**src/rtl/ppi_pkg.sv**
```systemverilog
package ppi_pkg;
  parameter int unsigned AD_W   = 16;
  parameter int unsigned ADDR_W = 24;
  localparam int unsigned BYTE_W = 8;
  localparam int unsigned LANES  = AD_W / BYTE_W;
  localparam int unsigned HI_W   = ADDR_W - AD_W;

  typedef enum logic [1:0] {
    ST_IDLE = 2'd0,
    ST_AHI  = 2'd1,
    ST_ALO  = 2'd2,
    ST_STRB = 2'd3
  } ppi_state_e;

  typedef struct packed {
    logic              wide;
    logic              we;
    logic [ADDR_W-1:0] addr;
    logic [AD_W-1:0]   wdata;
  } ppi_req_t;
endpackage

```
**src/rtl/ppi_req_reg.sv**
```systemverilog
module ppi_req_reg
  import ppi_pkg::*;
(
  input  logic     clk_i,
  input  logic     rst_ni,
  input  logic     load_i,
  input  ppi_req_t req_i,
  output ppi_req_t q_o
);
  always_ff @(posedge clk_i or negedge rst_ni) begin
    if (!rst_ni)     q_o <= '0;
    else if (load_i) q_o <= req_i;
  end
endmodule

```
**src/rtl/ppi_seq.sv**
```systemverilog
module ppi_seq
  import ppi_pkg::*;
(
  input  logic       clk_i,
  input  logic       rst_ni,
  input  logic       start_i,
  input  logic       wide_i,
  output ppi_state_e state_o
);
  ppi_state_e state_d;

  always_comb begin
    state_d = state_o;
    unique case (state_o)
      ST_IDLE: if (start_i) state_d = wide_i ? ST_ALO : ST_AHI;
      ST_AHI:  state_d = ST_ALO;
      ST_ALO:  state_d = ST_STRB;
      ST_STRB: state_d = ST_IDLE;
      default: state_d = ST_IDLE;
    endcase
  end

  always_ff @(posedge clk_i or negedge rst_ni) begin
    if (!rst_ni) state_o <= ST_IDLE;
    else         state_o <= state_d;
  end
endmodule

```
**src/rtl/ppi_pins.sv**
```systemverilog
module ppi_pins
  import ppi_pkg::*;
(
  input  logic             clk_i,
  input  logic             rst_ni,
  input  ppi_state_e       state_i,
  input  ppi_req_t         req_i,
  input  logic [AD_W-1:0]  bus_ad_i,
  output logic [AD_W-1:0]  bus_ad_o,
  output logic [LANES-1:0] bus_oe_o,
  output logic             ale_o,
  output logic             rd_no,
  output logic             wr_no,
  output logic             rsp_valid_o,
  output logic [AD_W-1:0]  rsp_rdata_o
);
  logic addr_ph, strb_ph;

  assign addr_ph = (state_i == ST_AHI) || (state_i == ST_ALO);
  assign strb_ph = (state_i == ST_STRB);
  assign ale_o   = addr_ph;
  assign rd_no   = !(strb_ph && !req_i.we);
  assign wr_no   = !(strb_ph && req_i.we);

  always_comb begin
    unique case (state_i)
      ST_AHI:  bus_ad_o = AD_W'(req_i.addr[ADDR_W-1:AD_W]);
      ST_ALO:  bus_ad_o = req_i.addr[AD_W-1:0];
      ST_STRB: bus_ad_o = req_i.we ? req_i.wdata : '0;
      default: bus_ad_o = '0;
    endcase
  end

  // lane 0 always carries data; upper lanes only for 16-bit devices
  for (genvar g = 0; g < LANES; g++) begin : g_lane
    if (g == 0) begin : g_low
      assign bus_oe_o[g] = addr_ph || (strb_ph && req_i.we);
    end else begin : g_up
      assign bus_oe_o[g] = addr_ph || (strb_ph && req_i.we && req_i.wide);
    end
  end

  always_ff @(posedge clk_i or negedge rst_ni) begin
    if (!rst_ni) begin
      rsp_valid_o <= 1'b0;
      rsp_rdata_o <= '0;
    end else begin
      rsp_valid_o <= strb_ph;
      if (strb_ph && !req_i.we)
        rsp_rdata_o <= req_i.wide ? bus_ad_i : AD_W'(bus_ad_i[BYTE_W-1:0]);
    end
  end
endmodule

```
**src/rtl/ppi_ctrl.sv**
```systemverilog
module ppi_ctrl
  import ppi_pkg::*;
(
  input  logic              clk_i,
  input  logic              rst_ni,
  input  logic              mode16_i,
  input  logic              req_valid_i,
  output logic              req_ready_o,
  input  logic              req_we_i,
  input  logic [ADDR_W-1:0] req_addr_i,
  input  logic [AD_W-1:0]   req_wdata_i,
  output logic              rsp_valid_o,
  output logic [AD_W-1:0]   rsp_rdata_o,
  output logic [AD_W-1:0]   bus_ad_o,
  output logic [LANES-1:0]  bus_oe_o,
  input  logic [AD_W-1:0]   bus_ad_i,
  output logic              ale_o,
  output logic              rd_no,
  output logic              wr_no
);
  ppi_state_e state;
  ppi_req_t   req_d, req_q;
  logic       start;

  assign req_ready_o = (state == ST_IDLE);
  assign start       = req_valid_i && req_ready_o;
  assign req_d       = '{wide: mode16_i, we: req_we_i, addr: req_addr_i, wdata: req_wdata_i};

  ppi_req_reg u_req (
    .clk_i  (clk_i),
    .rst_ni (rst_ni),
    .load_i (start),
    .req_i  (req_d),
    .q_o    (req_q)
  );

  ppi_seq u_seq (
    .clk_i   (clk_i),
    .rst_ni  (rst_ni),
    .start_i (start),
    .wide_i  (mode16_i),
    .state_o (state)
  );

  ppi_pins u_pins (
    .clk_i       (clk_i),
    .rst_ni      (rst_ni),
    .state_i     (state),
    .req_i       (req_q),
    .bus_ad_i    (bus_ad_i),
    .bus_ad_o    (bus_ad_o),
    .bus_oe_o    (bus_oe_o),
    .ale_o       (ale_o),
    .rd_no       (rd_no),
    .wr_no       (wr_no),
    .rsp_valid_o (rsp_valid_o),
    .rsp_rdata_o (rsp_rdata_o)
  );
endmodule

```
**config.mk**
```make
export PLATFORM = sky130hd
export DESIGN_NAME = ppi_ctrl
export DESIGN_NICKNAME = d
export VERILOG_FILES = /design/src/rtl/ppi_pkg.sv /design/src/rtl/ppi_req_reg.sv /design/src/rtl/ppi_seq.sv /design/src/rtl/ppi_pins.sv /design/src/rtl/ppi_ctrl.sv
export SDC_FILE = /design/constraint.sdc
export NUM_CORES = 1
export LEC_CHECK = 0
export BUFFER_PORTS_ARGS = -buffer_cell sky130_fd_sc_hd__buf_2
export CORE_MARGIN = 5
export CORE_UTILIZATION = 51
export CTS_BUF_LIST = sky130_fd_sc_hd__clkbuf_8
export DETAILED_ROUTE_END_ITERATION = 7
export GPL_ROUTABILITY_DRIVEN = 0
export PLACE_DENSITY = 0.82
export SLEW_MARGIN = 10
export SYNTH_ARGS = -nofsm -noshare
export SYNTH_HDL_FRONTEND = slang
export SYNTH_SLANG_ARGS = --single-unit
```
**constraint.sdc**
```tcl
create_clock -name clk_i -period 1.9 [get_ports clk_i]
set_input_delay 0.095 -clock clk_i [delete_from_list [all_inputs] [get_ports clk_i]]
set_output_delay 0.095 -clock clk_i [all_outputs]
set_load 0.02 [all_outputs]
```
==> flow_summary.yaml <==
run_status:
  status: "completed"
yosys:
  yosysWarnings: 0
  synth-edff-count: 0
  syn_area_per_cell_sq_um: 12.9
  synth_nets: 275
  yosysMostFrequentCell: "dfrtp_1"
  yosys.area.top_type: "dfrtp_1"
  synthTopCellsByCount: "dfrtp_1 (61), mux2_2 (45), inv_1 (11), nand2_1 (11), nor2_1 (9)"
  synth_top_area_frac: 0.564
  synth.area.top_cells: "dfrtp_1 (56%), mux2_2 (19%), mux2i_1 (3.0%), a32oi_1 (2.6%), a22oi_1 (2.2%)"
  synth_area_sq_um: 2710
  syn_inst: 210
  synth_cell_type_count: 23
  seq_area_frac_synth: 0.564
  synth-seq-cells: 61
  synth-main-ff-cell: "dfrtp_1"
  synth_async_sr_flop_share: 1.00
clock_tree:
  cts_buffers: 9
  cts_max_level: 3
  cts_root_buf: "clkbuf_8"
  post_cts_buffers: 0
  cts_sinks: 61
  clkTransAtPathRegs_ps: 70
  insertion_delay_ps: 320
  cts_tree: "done"
  clk_path_buf_depth: 2
timing:
  hold_slack_ps: 5.90
  fin_tns_setup_ps: 0
  worstMarginPinSlew_ps: 739
  rsz0062_at_grt: "no"
  setup_violations: 0
  relSlewSlack: 0.507
  finalCritPeriodShare: 0.910
  worst_slack_ps: 170
  hold_viol_final: 0
  fin_worst_skew_ps: 7.88
  max_freq_mhz: 578
  post-route-min-period_ps: 1730
  slew_viol_final: 0
critical_path:
  cp_data_required_time_ps: 1800
  worst-r2r-cell-count: 5
  cp_max_fo: 17
  crit_type: "reg -> out"
  crit_path_end_kind: "output port"
  rrSetupSlack_ps: 330
  crit_arrival_ps: 1630
  cp_num_buf_inv: 2
  r2r-end: "u_req.q_o[31]"
  cp_top_family: "flip-flops"
  cp_slowest_stage_delay_ps: 410
  crit_slowest_cell: "dfrtp_1"
  r2r_start: "u_seq.state_o[0]"
  path_cells: "inv_1 > ha_4 > a22oi_1 > a21oi_1 > buf_2"
  startpoint_type: "flip-flop"
die:
  rows: 26
  io_pins: 100
  die_area_sq_um: 6860
  die_width_um: 82.8
  coreArea_sq_um: 5140
  fp.dieH_um: 82.8
  start_util: 0.526
min_path:
  holdPathEnd: "u_req.q_o[39]"
  min_from: "req_addr_i[23]"
  hold_depth: 2
  min_path_type: "in -> reg"
global_routing:
  track_usage: 0.184
  antenna_found_initial: 0
  grt_max_degree: 62
  grt_pass1_vias: 2155
  grt_overflow: 0
  grt_first_pass_wirelength_mm: 10.3
routing:
  routed_wl_mm: 6.21
  avgViaCountPerCell: 5.10
  drc: 0
  drtIter0Drc: 127
  antenna_left: 0
  firstDrtPassIters: 4
  dr_total_vias: 2080
  wire_per_inst_um: 15.2
finish:
  finalInstanceArea_sq_um: 3710
  drive_above_1_share: 0.515
  antennaDiodeCount: 0
  finalNonFillerCells: 408
  syn2layout_area_growth_pct: 37.0
  fillers: 368
  fin_nets: 398
placement:
  portBuffers: 99
  dp_hpwl_mm: 4.12
  pre_cts_ws_ps: 153
  post_dp_cell_area_sq_um: 3280
  dp_cells: 370
power_and_ir_drop:
  p_leak_nw: 1.79
  peakVddDrop_uv: 1030
  power.density_nw_per_um2: 1740
job:
  drv_cap: 0
## sequential cells by signal, summed over array words and instances (netlist names)
register and flops:
u_req.q_o 42, u_seq.state_o 2, u_pins.rsp_valid_o 1, u_pins.rsp_rdata_o 16
## repair_timing
action                                  CTS  global route
endpoints found under the setup margin   16             6
endpoints found under the hold margin    81             1
hold buffers                             21             1
resized for setup                         1             3
## cells by family after synthesis
kind of cell	count (synthesis)	synth area share
mux	58	0.239
flops	61	0.564
fa+ha+maj	4	0.0185
simple gates	33	0.0569
compound gates	27	0.0717
buf+inv	27	0.0495
## per-stage QoR
stage / util / power (W)
3_5_place_dp: 0.637 / 0.00529
2_1_floorplan: - / 0.00438
4_1_cts: 0.716 / 0.00644
6_report: 0.721 / 0.00644
5_1_grt: 0.721 / 0.00686
3_3_place_gp: 0.637 / 0.00519
## worst register-to-register path: cells and delay by family, from the launching register on
| family | cells | cell delay, ps |
|---|---|---|
| flops | 1 | 400 |
| buf+inv | 2 | 340 |
| mux | 1 | 380 |
| fa+ha+maj | 1 | 230 |
| simple gates | 1 | 100 |
## power breakdown
| part | internal (W) | switching (W) | total [W] |
|---|---|---|---|
| Sequential | 0.00194 | 0.000374 | 0.00232 |
| Combinational | 0.00138 | 0.00164 | 0.00302 |
| Clock | 0.000628 | 0.000477 | 0.00110 |
| Total | 0.00395 | 0.00249 | 0.00644 |
## worst max path at each step
stage / depth (start not counted) / slack (ps) / endpoint / start
floorplan: 6 / 310 / bus_ad_o[0] / u_seq.state_o[0]
global placement: 5 / 250 / bus_ad_o[6] / u_seq.state_o[0]
detailed placement: 5 / 150 / bus_ad_o[7] / u_seq.state_o[0]
CTS: 5 / 40 / bus_ad_o[7] / u_seq.state_o[0]
global route: 5 / 40 / bus_ad_o[7] / u_seq.state_o[0]
finish: 5 / 170 / bus_ad_o[7] / u_seq.state_o[0]
## layout make-up
type / count / area (sq um) / share of cell area
Clock buffer: 10 / 138 / 0.0371
Clock inverter: 6 / 53.8 / 0.0145
Inverter: 11 / 41.3 / 0.0111
Multi-Input combinational cell: 122 / 1060 / 0.287
Sequential cell: 61 / 1530 / 0.412
Tap cell: 70 / 87.6 / 0.0236
Timing Repair Buffer: 128 / 797 / 0.215
## placed cells by master (no fill, tap or decap), types with 8 or more instances in the layout
cell type / netlist / routed
nand2_1: 11 / 10
inv_1: 11 / 12
mux2i_1: 8 / 8
clkbuf_8: 0 / 10
mux2_2: 45 / 45
a22oi_1: 8 / 8
dfrtp_1: 61 / 61
dlygate4sd3_1: 0 / 22
a32oi_1: 8 / 8
nand3_1: 8 / 8
buf_2: 8 / 99
nor2_1: 9 / 9
a21oi_1: 8 / 8
## per-layer routing
metal | global-route usage | vias to the layer above | wire length, um
met3 | 0.0406 | 10 | 371
met1 | 0.228 | 1008 | 2610
met2 | 0.309 | 81 | 3110
met5 | 0 | - | 0
li1 | - | 981 | -
met4 | 0.0788 | 0 | 113
Note: power is estimated with default switching activity, not from simulation.
